`src/rtl/zero_byte_squeezer.sv`:
```
module zero_byte_squeezer #(
  parameter int CHUNK = 64
) (
  input  logic                         clk,
  input  logic                         rst_n,
  input  logic                         mode,
  input  logic                         in_valid,
  output logic                         in_ready,
  input  logic [7:0]                   in_data,
  input  logic                         in_last,
  output logic                         out_valid,
  input  logic                         out_ready,
  output logic [7:0]                   out_data,
  output logic                         out_kind,
  output logic                         out_last,
  output logic [$clog2(CHUNK+1)-1:0]   kept_cnt
);
  localparam int NB = CHUNK / 8;
  localparam int PW = $clog2(CHUNK);
  localparam int BW = PW - 3;
  localparam int KW = $clog2(CHUNK + 1);
  localparam logic [PW-1:0] LASTP = PW'(CHUNK - 1);
  localparam logic [BW-1:0] LASTB = BW'(NB - 1);

  typedef enum logic [1:0] {S_IN = 2'd0, S_BM = 2'd1, S_XBM = 2'd2, S_XOUT = 2'd3} st_t;

  st_t st, st_home;
  logic [CHUNK-1:0] bm;
  logic [PW-1:0] pos;
  logic [BW-1:0] bidx, bm_last;
  logic [KW-1:0] kept, kept_nx;
  logic can_load, acc, nz, xbit, x_step, c_end;
  logic ld, ld_kind, ld_last;
  logic [7:0] ld_data, bm_byte;

  assign st_home  = mode ? S_XBM : S_IN;
  assign can_load = !out_valid || out_ready;
  assign nz       = in_data != 8'h00;
  assign xbit     = bm[pos];
  assign bm_byte  = bm[{bidx, 3'b000} +: 8];
  assign in_ready = (st == S_IN && can_load) || st == S_XBM || (st == S_XOUT && can_load && xbit);
  assign acc      = in_valid && in_ready;
  assign x_step   = st == S_XOUT && can_load && (!xbit || in_valid);
  assign c_end    = in_last || pos == LASTP;
  assign kept_nx  = kept + {{(KW-1){1'b0}}, nz};

  always_comb begin
    ld = 1'b0;
    ld_data = in_data;
    ld_kind = 1'b0;
    ld_last = 1'b0;
    case (st)
      S_IN: ld = acc && nz;
      S_BM: begin
        ld = can_load;
        ld_data = bm_byte;
        ld_kind = 1'b1;
        ld_last = bidx == bm_last;
      end
      S_XOUT: begin
        ld = x_step;
        ld_data = xbit ? in_data : 8'h00;
        ld_last = pos == LASTP;
      end
      default: ;
    endcase
  end

  always_ff @(posedge clk) begin
    if (!rst_n) begin
      out_valid <= 1'b0;
      out_data  <= 8'h00;
      out_kind  <= 1'b0;
      out_last  <= 1'b0;
    end else if (ld) begin
      out_valid <= 1'b1;
      out_data  <= ld_data;
      out_kind  <= ld_kind;
      out_last  <= ld_last;
    end else if (out_ready) begin
      out_valid <= 1'b0;
    end
  end

  always_ff @(posedge clk) begin
    if (!rst_n) begin
      st       <= S_IN;
      bm       <= '0;
      pos      <= '0;
      bidx     <= '0;
      bm_last  <= '0;
      kept     <= '0;
      kept_cnt <= '0;
    end else begin
      case (st)
        S_IN: begin
          if (acc) begin
            bm[pos] <= nz;
            if (c_end) begin
              st       <= S_BM;
              kept_cnt <= kept_nx;
              kept     <= '0;
              bm_last  <= pos[PW-1:3];
              bidx     <= '0;
              pos      <= '0;
            end else begin
              kept <= kept_nx;
              pos  <= pos + 1'b1;
            end
          end else if (pos == '0) begin
            st <= st_home;
          end
        end
        S_BM: begin
          if (can_load) begin
            if (bidx == bm_last) begin
              st   <= st_home;
              bm   <= '0;
              bidx <= '0;
            end else begin
              bidx <= bidx + 1'b1;
            end
          end
        end
        S_XBM: begin
          if (acc) begin
            bm[{bidx, 3'b000} +: 8] <= in_data;
            if (bidx == LASTB) begin
              st   <= S_XOUT;
              bidx <= '0;
              pos  <= '0;
            end else begin
              bidx <= bidx + 1'b1;
            end
          end else if (bidx == '0) begin
            st <= st_home;
          end
        end
        default: begin
          if (x_step) begin
            if (pos == LASTP) begin
              st  <= st_home;
              pos <= '0;
              bm  <= '0;
            end else begin
              pos <= pos + 1'b1;
            end
          end
        end
      endcase
    end
  end
endmodule

```
`config.mk`:
```
export PLATFORM = sky130hd
export DESIGN_NAME = zero_byte_squeezer
export DESIGN_NICKNAME = d
export VERILOG_FILES = /design/src/rtl/zero_byte_squeezer.sv
export SDC_FILE = /design/constraint.sdc
export NUM_CORES = 1
export LEC_CHECK = 0
export BUFFER_PORTS_ARGS = -buffer_cell sky130_fd_sc_hd__buf_2
export CAP_MARGIN = 30
export CORE_MARGIN = 2
export CORE_UTILIZATION = 55
export CTS_BUF_LIST = sky130_fd_sc_hd__clkbuf_4
export CTS_CLUSTER_SIZE = 25
export DETAILED_ROUTE_END_ITERATION = 7
export PLACE_DENSITY = 0.75
export SYNTH_ARGS = -nofsm -noshare
export SYNTH_HDL_FRONTEND = slang
export SYNTH_SLANG_ARGS = --single-unit
export TNS_END_PERCENT = 1
```
`constraint.sdc`:
```
create_clock -name clk -period 3 [get_ports clk]
set_clock_uncertainty 0.1 [all_clocks]
set_input_delay 0.3 -clock clk [delete_from_list [all_inputs] [get_ports clk]]
set_output_delay 0.3 -clock clk [all_outputs]
set_load 0.02 [all_outputs]
```
==> results of run 1 <==
==> per-layer routing <==
layer / vias up / track usage (%)
li1: 4031 / -
met1: 4104 / 48.1
met2: 549 / 52.8
met3: 97 / 9.02
met4: 0 / 17.1
met5: - / 0
==> area by class of cell <==
cell class	instances	area [um^2]	share of cell area, %
Timing Repair Buffer	105	811	8.90
Tap cell	188	235	2.58
Inverter	14	60.1	0.659
Clock buffer	10	75.1	0.824
Sequential cell	103	2070	22.8
Multi-Input combinational cell	836	5810	63.7
Clock inverter	6	45.0	0.494
Antenna cell	2	5.00	0.0549
==> through the flow <==
step,setup TNS (ps),std cells,total power (uW)
after floorplan,0,1060,5950
after global placement,0,1231,6870
after detailed placement,0,1231,6960
after CTS,-52.8,1261,7740
after global routing,-139,1264,8390
final,-21.6,1264,7910
==> cell families (layout without fill, tap and decap cells) <==
| kind of cell | Yosys count | after routing | synth area share [%] |
|---|---|---|---|
| muxes | 65 | 65 | 10.4 |
| xor gates and xnor gates | 6 | 6 | 0.623 |
| AOI/OAI and AO/OA | 461 | 461 | 39.2 |
| DFF | 103 | 103 | 24.5 |
| and+or+nand+nor | 289 | 289 | 15.5 |
| other | 0 | 2 | 0 |
| adders and majority gates | 15 | 15 | 2.23 |
| buffers and inverters | 121 | 135 | 7.56 |
==> state kept, by name, indices dropped and copies added, names as in the netlist <==
signal / cells
bidx: 3
out_kind: 1
st: 2
kept_cnt: 7
out_last: 1
pos: 6
out_data: 8
bm: 64
kept: 7
bm_last: 3
out_valid: 1
==> worst max path at each step <==
stage / startpoint / to / slack (ps) / cells past startpoint
after detailed placement: pos[1] / in_ready / 220 / 11
after CTS: pos[1] / in_ready / -50 / 11
after global placement: pos[1] / in_ready / 250 / 11
after global routing: pos[1] / in_ready / -140 / 11
final: pos[2] / in_ready / -20 / 11
after floorplan: bidx[1] / bm[5] / 260 / 9
==> timing repair <==
item | in CTS | in global routing
endpoints found under the hold margin | 2 | 0
hold buffers | 2 | 0
setup endpoints to repair | 1 | 73
buffers inserted | 12 | 1
pin swaps | 8 | 10
gates resized for setup | 15 | 12
==> layout by cell type, fill, tap and decap left out, drive strengths merged, types with 3 or more instances in the layout <==
cell,count
nand2,138
a21oi,120
dfxtp,103
buf,103
o21ai,82
a22oi,78
nor2,78
a211oi,69
a31oi,31
mux2i,30
o31ai,25
mux2,19
mux4,16
ha,15
inv,15
nand3,12
a41oi,12
nor3,12
clkbuf,10
nor3b,8
a221o,7
nor2b,7
and2,7
o211ai,6
xnor2,6
or2,6
nand3b,5
o22ai,5
a21o,4
nand2b,3
clkinv,3
==> worst max-delay path: cells and delay by family (launching register included) <==
family,cells,cell delay [ps]
AOI/OAI and AO/OA,5,880
buffers and inverters,4,560
DFF,1,440
and+or+nand+nor,2,210
==> power breakdown <==
group / leakage [uW] / switching, uW / total (uW) / internal (uW)
Combinational: 0.00212 / 2920 / 4960 / 2040
Sequential: 0.000849 / 516 / 2250 / 1730
Clock: 0.0000606 / 522 / 704 / 182
==> impl_metrics.env, run 1 <==
export IMPL_wl_per_cell_um=23.0
export IMPL_rrSetupSlack_ps=100
export IMPL_initial_core_util_pct=55.9
export IMPL_grt_max_degree=65
export IMPL_yosysUniqueCellTypes=72
export IMPL_rows=45
export IMPL_yosysTopAreaCell="dfxtp_1"
export IMPL_synth_top_area_share_pct=24.5
export IMPL_m1WireLength_mm=11.8
export IMPL_ir_drop_uv=601
export IMPL_ant_nets=0
export IMPL_synth_common_cells="138 x nand2_1, 119 x a21oi_1, 103 x dfxtp_1"
export IMPL_place_worst_setup_slack_ps=221
export IMPL_crit_fanout=18
export IMPL_period_share_pct=101
export IMPL_area_growth_pct=8.09
export IMPL_synth_seq_cells=103
export IMPL_grt_pass1_vias=8045
export IMPL_drc_errors=0
export IMPL_numCtsBuffers=9
export IMPL_reg2reg_from="pos[0]"
export IMPL_io_pins=33
export IMPL_port_buffers=32
export IMPL_hold_viol_final=0
export IMPL_rr_endpoint="pos[2]"
export IMPL_post_dp_hpwl_mm=19.9
export IMPL_drt_initial_drc_count=1123
export IMPL_clk_latency_ps=540
export IMPL_die_area_um2=16300
export IMPL_worstMarginPinSlew_ps=1010
export IMPL_cts_max_path_buffers=2
export IMPL_crit_type="reg -> out"
export IMPL_highest_layer="met4"
export IMPL_clk_transition_reported_paths_ps=160
export IMPL_fin_nets=1098
export IMPL_die_height_um=128
export IMPL_drt_first_pass_iters=6
export IMPL_ys_flop_type="dfxtp_1"
export IMPL_critPathSlowestCell="dfxtp_4"
export IMPL_fin_area_um2=9110
export IMPL_antenna_found_initial=2
export IMPL_crit_arrival_ps=2620
export IMPL_nFillCells=1393
export IMPL_synth_area_leaders="dfxtp_1 24%, a211oi_2 8.9%, a21oi_1 7.1%"
export IMPL_drt_total_wl_mm=29.1
export IMPL_holdWs_ps=28.1
export IMPL_end_kind="output port"
export IMPL_powerDensity_nw_per_um2=868
export IMPL_ys_seq_area_share_pct=24.5
export IMPL_run_status="finished with violations"
export IMPL_whs_endpoint="st[1]"
export IMPL_grt_pass1_wl_mm=45.2
export IMPL_avgSynthCellArea_um2=7.95
export IMPL_holdPathStages=3
export IMPL_num_vias=8781
export IMPL_synthCells=1060
export IMPL_placed_cell_area_um2=8780
export IMPL_hp_start="in_valid"
export IMPL_path_cells="buf_12 > inv_4 > a221o_1 > a31oi_1 > o211ai_1 > nor3_4 > buf_6 > nand2_4 > a21oi_2 > o21bai_1 > buf_4"
export IMPL_setup_slack_ps=-21.6
export IMPL_synth_edf_count=0
export IMPL_violations="setup timing"
export IMPL_drive_above_1_share_pct=23.6
export IMPL_power_leakage_uw=0.00303
export IMPL_netlist_area_um2=8430
export IMPL_wl_met3_mm=3.41
export IMPL_drv_cap=0
export IMPL_ys_warn_count=0
export IMPL_viasPerCell=6.95
export IMPL_synth_most_common_cell="nand2_1"
export IMPL_htree_levels=3
export IMPL_hold_class="in -> reg"
export IMPL_cp_start_kind="flop"
export IMPL_setup_viol=1
export IMPL_period_minus_slack_ps=3020
export IMPL_syn_num_nets=1089
export IMPL_max_slew_margin_pct=32.4
export IMPL_max_stage_delay_ps=440
export IMPL_worstPathRequired_ps=2600
export IMPL_cts_tree="yes"
export IMPL_slew_violations=0
export IMPL_timing_fmax_mhz=331
export IMPL_cts_root_buf="clkbuf_4"
export IMPL_ys_async_sr_fraction_pct=0
export IMPL_grt_ovfl_total=0
export IMPL_utilization_pct=60.4
export IMPL_wl_met2_mm=12.6
export IMPL_routabilityCongestion=1.04
export IMPL_clock_sinks=103
export IMPL_coreArea_um2=15100
export IMPL_grt_use_total_pct=35.5
export IMPL_rsz0062_at_grt="true"
export IMPL_die_w_um=128
export IMPL_ff2ff_path_depth=11
Power figures use the tool's default switching activity.
==> run 2: changes to the inputs <==
--- a/config.mk
+++ b/config.mk
@@ -13,6 +13,7 @@
 export CTS_CLUSTER_SIZE = 25
 export DETAILED_ROUTE_END_ITERATION = 7
 export PLACE_DENSITY = 0.75
+export SKIP_CTS_REPAIR_TIMING = 1
 export SYNTH_ARGS = -nofsm -noshare
 export SYNTH_HDL_FRONTEND = slang
 export SYNTH_SLANG_ARGS = --single-unit
==> impl_metrics.env, run 2 (synthesis results as in run 1) <==
export IMPL_worstMarginPinSlew_ps=1020
export IMPL_crit_buf_inv=3
export IMPL_rows=45
export IMPL_grt_pass1_wl_mm=44.7
export IMPL_drt_first_pass_iters=5
export IMPL_largest_registers="bm x64, out_data x8"
export IMPL_mostFrequentLayoutCells="137 x nand2_1, 116 x a21oi_1, 98 x dfxtp_1"
export IMPL_ir_drop_uv=569
export IMPL_drv_cap=0
export IMPL_rsz0062_at_grt="true"
export IMPL_routabilityCongestion=1.04
export IMPL_wl_per_cell_um=22.8
export IMPL_slew_violations=0
export IMPL_layout_commonest_cell="nand2_1"
export IMPL_area_growth_pct=8.91
export IMPL_ant_nets=0
export IMPL_setup_viol=1
export IMPL_largest_register="bm"
export IMPL_numCtsBuffers=9
export IMPL_fin_area_um2=9180
export IMPL_path_cells="buf_12 > mux2_4 > a32o_1 > a221oi_2 > o211ai_1 > nor3_4 > buf_6 > nand2_4 > a21oi_2 > o21bai_1 > buf_4"
export IMPL_num_vias=8776
export IMPL_timing_fmax_mhz=319
export IMPL_placed_cell_area_um2=8780
export IMPL_period_minus_slack_ps=3140
export IMPL_fin_nets=1108
export IMPL_path_depth=11
export IMPL_max_stage_delay_ps=430
export IMPL_clock_sinks=103
export IMPL_clk_latency_ps=540
export IMPL_powerDensity_nw_per_um2=869
export IMPL_cts_max_path_buffers=2
export IMPL_cts_root_buf="clkbuf_4"
export IMPL_violations="setup timing"
export IMPL_max_slew_margin_pct=31.4
export IMPL_setup_slack_ps=-136
export IMPL_crit_arrival_ps=2740
export IMPL_grt_use_total_pct=35.0
export IMPL_ff2ff_path_depth=11
export IMPL_run_status="finished with violations"
export IMPL_drt_initial_drc_count=1274
export IMPL_worstPathRequired_ps=2600
export IMPL_initial_core_util_pct=55.9
export IMPL_die_w_um=128
export IMPL_end_kind="output port"
export IMPL_crit_type="reg -> out"
export IMPL_critPathSlowestCell="dfxtp_4"
export IMPL_hold_class="in -> reg"
export IMPL_htree_levels=3
export IMPL_drive_above_1_share_pct=24.3
export IMPL_cts_tree="yes"
export IMPL_cp_start_kind="flop"
export IMPL_coreArea_um2=15100
export IMPL_clk_transition_reported_paths_ps=170
export IMPL_antenna_found_initial=2
export IMPL_hold_viol_final=0
export IMPL_grt_max_degree=65
export IMPL_period_share_pct=105
export IMPL_grt_ovfl_total=0
export IMPL_crit_family="compound AO/OA/AOI/OAI gates"
export IMPL_drt_total_wl_mm=29.0
export IMPL_drc_errors=0
export IMPL_holdPathStages=3
export IMPL_crit_fanout=7
export IMPL_viasPerCell=6.89
export IMPL_io_pins=33
export IMPL_power_leakage_uw=0.00308
export IMPL_die_height_um=128
export IMPL_holdWs_ps=30.8
export IMPL_port_buffers=32
export IMPL_post_dp_hpwl_mm=19.9
export IMPL_largest_reg_flops=64
export IMPL_grt_pass1_vias=7942
export IMPL_die_area_um2=16300
==> run 2: cell type report <==
class | count | area, um^2
well taps | 188 | 235
fillers | 1376 | 5910
clock inverters | 6 | 45.0
repair buffers | 115 | 885
multi-input cells | 836 | 5800
clock buffers | 10 | 75.1
diodes | 2 | 5.00
flip-flops and latches | 103 | 2070
inverters | 14 | 57.6
==> run 2: power breakdown <==
part | switching, uW | total (uW) | internal [uW]
Sequential | 513 | 2240 | 1730
Clock | 524 | 706 | 182
Combinational | 2930 | 5030 | 2100
Total | 3970 | 7980 | 4010
==> run 2: final timing paths <==
| kind | startpoint | end | slack [ps] |
|---|---|---|---|
| setup reg to reg | pos[5] | pos[1] | 90 |
| hold / removal | in_valid | st[1] | 30 |
| hold reg to reg | out_last | out_last | 400 |
| setup / recovery | pos[1] | in_ready | -140 |
==> run 2: layer usage <==
metal	vias to the layer above	track usage, %	share of wire (%)
met3	96	8.76	12
met2	555	52.1	43
met1	4077	47.7	40
met5	-	0	0
met4	0	16.3	4.3
li1	4048	-	-
==> run 2: metrics by stage <==
stage	total power, uW	std cells	worst slack (ps)	util (%)	TNS (ps)
final	7980	1274	-136	60.8	-136
after global routing	8470	1274	-264	60.8	-300
after CTS	7660	1247	-381	59.0	-381
after detailed placement	6960	1231	221	58.2	0
after global placement	6870	1231	251	58.2	0
after floorplan	5950	1060	259	-	0
==> run 2: worst register-to-register path, delay by kind of cell (launching register included) <==
kind / cells / cell delay (ps)
mux: 1 / 380
buf+inv: 3 / 420
compound gates: 4 / 770
simple gates: 3 / 620
flops: 1 / 590
==> run 3: changes to the inputs <==
--- a/config.mk
+++ b/config.mk
@@ -5,6 +5,7 @@
 export SDC_FILE = /design/constraint.sdc
 export NUM_CORES = 1
 export LEC_CHECK = 0
+export ABC_AREA = 1
 export BUFFER_PORTS_ARGS = -buffer_cell sky130_fd_sc_hd__buf_2
 export CAP_MARGIN = 30
 export CORE_MARGIN = 2
==> impl_metrics.env, run 3 <==
export IMPL_m1WireLength_mm=12.4
export IMPL_layout_commonest_cell="o21ai_0"
export IMPL_holdWs_ps=17.2
export IMPL_port_buffers=32
export IMPL_setup_viol=0
export IMPL_max_slew_margin_pct=46.1
export IMPL_synth_most_common_cell="o21ai_0"
export IMPL_largest_reg_flops=64
export IMPL_netlist_area_um2=8010
export IMPL_period_minus_slack_ps=2850
export IMPL_synth_common_cells="226 x o21ai_0, 206 x nand2_1, 177 x nor2_1"
export IMPL_slew_violations=0
export IMPL_drt_initial_drc_count=1413
export IMPL_ys_flop_type="dfxtp_1"
export IMPL_powerDensity_nw_per_um2=1040
export IMPL_cts_root_buf="clkbuf_4"
export IMPL_antenna_found_initial=2
export IMPL_p_switching_uw=4940
export IMPL_grt_use_total_pct=38.6
export IMPL_die_height_um=125
export IMPL_ys_warn_count=0
export IMPL_utilization_pct=58.7
export IMPL_place_worst_setup_slack_ps=178
export IMPL_routabilityCongestion=1.05
export IMPL_avgSynthCellArea_um2=6.06
export IMPL_area_growth_pct=5.25
export IMPL_setup_slack_ps=154
export IMPL_clk_latency_ps=520
export IMPL_synthCells=1322
export IMPL_worstMarginPinSlew_ps=808
export IMPL_htree_levels=3
export IMPL_synth_top_area_share_pct=25.7
export IMPL_crit_fanout=6
export IMPL_numCtsBuffers=9
export IMPL_hold_class="in -> reg"
export IMPL_yosysUniqueCellTypes=37
export IMPL_largest_registers="bm x64, out_data x8"
export IMPL_yosysTopAreaCell="dfxtp_1"
export IMPL_ir_drop_uv=707
export IMPL_die_w_um=125
export IMPL_rows=44
export IMPL_ant_nets=0
export IMPL_mostFrequentLayoutCells="226 x o21ai_0, 206 x nand2_1, 176 x nor2_1"
export IMPL_io_pins=33
export IMPL_synth_area_leaders="dfxtp_1 26%, o21ai_0 14%, nand2_1 9.7%"
export IMPL_num_vias=9644
export IMPL_clock_sinks=103
export IMPL_die_area_um2=15500
export IMPL_grt_pass1_vias=8527
export IMPL_cts_tree="yes"
export IMPL_end_kind="output port"
export IMPL_drt_total_wl_mm=30.6
export IMPL_crit_arrival_ps=2450
export IMPL_post_dp_hpwl_mm=21.7
export IMPL_crit_type="reg -> out"
export IMPL_drive_above_1_share_pct=8.48
export IMPL_seqPwrFrac_pct=28.6
export IMPL_ys_seq_area_share_pct=25.7
export IMPL_wl_per_cell_um=20.3
export IMPL_drc_errors=0
export IMPL_synth_seq_cells=103
export IMPL_switching_share_pct=56.3
export IMPL_cellInternalPower_uw=3830
export IMPL_cts_max_path_buffers=2
export IMPL_grt_ovfl_total=0
export IMPL_p_clk_share_pct=8.9
export IMPL_nFillCells=1475
export IMPL_hold_viol_final=0
export IMPL_timing_fmax_mhz=351
export IMPL_ys_async_sr_fraction_pct=0
export IMPL_regArea_um2=2060
export IMPL_coreArea_um2=14400
export IMPL_drt_first_pass_iters=7
export IMPL_period_share_pct=94.9
export IMPL_clk_transition_reported_paths_ps=190
export IMPL_worstPathRequired_ps=2600
export IMPL_run_status="completed"
export IMPL_largest_register="bm"
export IMPL_comb_power_share_pct=62.6
export IMPL_rsz0062_at_grt="true"
export IMPL_wl_met2_mm=12.8
export IMPL_initial_core_util_pct=55.8
export IMPL_fin_nets=1345
export IMPL_grt_max_degree=77
export IMPL_grt_pass1_wl_mm=47.8
export IMPL_wl_met3_mm=4.07
export IMPL_cp_start_kind="flop"
export IMPL_syn_num_nets=1351
export IMPL_power_leakage_uw=0.00340
export IMPL_highest_layer="met4"
export IMPL_synth_edf_count=0
export IMPL_drv_cap=0
export IMPL_multi_input_area_um2=5020
export IMPL_viasPerCell=6.40
[run 3: cell count changes after synthesis, sizes merged, moves of 22 or more]
cell,delta
a31oi,-27
o31ai,-22
nand2,+74
nor2,+102
inv,+105
o311ai,+42
mux2i,-30
a211oi,-69
nand3,+47
o21ai,+187
a22oi,-76
[run 3: path summary, 6_finish.rpt]
kind                     from           to  slack (ps)  cells after the start
setup / recovery       pos[2]     in_ready         150                     11
hold reg to reg   kept_cnt[2]  kept_cnt[2]         370                      2
hold / removal      out_ready    out_valid          20                      4
setup reg to reg       pos[2]       bm[14]         160                     16
[run 3: cells by family after synthesis]
family	after synthesis	share of synthesized area, %
xor+xnor	9	0.984
buf+inv	215	11.8
flops	103	25.7
fa+ha+maj	15	2.34
compound gates	493	34.3
simple gates	487	24.9
[run 3: layout make-up]
cell class,count,area share (%)
Clock inverter,7,0.890
Multi-Input combinational cell,1004,59.6
Timing Repair Buffer,73,5.85
Antenna cell,2,0.0594
Tap cell,184,2.73
Sequential cell,103,24.5
Clock buffer,9,0.801
Inverter,125,5.62
[run 3: power groups by stage]
stage / sequential [uW] / combinational, uW / clock (uW)
2_1_floorplan: 2330 / 3970 / 0
3_3_place_gp: 2480 / 5230 / 0
3_5_place_dp: 2480 / 5290 / 0
4_1_cts: 2450 / 5310 / 788
5_1_grt: 2540 / 6050 / 826
6_report: 2510 / 5490 / 780
[run 3: routing by layer]
metal | up-vias | GRT usage [%]
met5 | - | 0
met4 | 0 | 16.9
met3 | 117 | 9.58
met2 | 676 | 57.4
met1 | 4329 | 53.1
li1 | 4522 | -
[run 3: critical path: stages, from the launching register on]
cell	delay [ps]
dfxtp_1	530
inv_1	110
nor2_2	320
nand3_1	140
nand2_1	120
o21ai_1	100
nand2_1	90
nor2_1	50
nand2_2	110
nand2_2	60
nand2_2	120
buf_2	190
[run 3: metrics by stage]
stage               instances  TNS (ps)  area (um^2)  power (uW)
finish                   1507         0         8430        8780
global route             1506     -1.56         8430        9410
CTS                      1505         0         8410        8550
detailed placement       1489         0         8270        7770
global placement         1489         0         8270        7700
floorplan                1322     -29.3         8020        6300
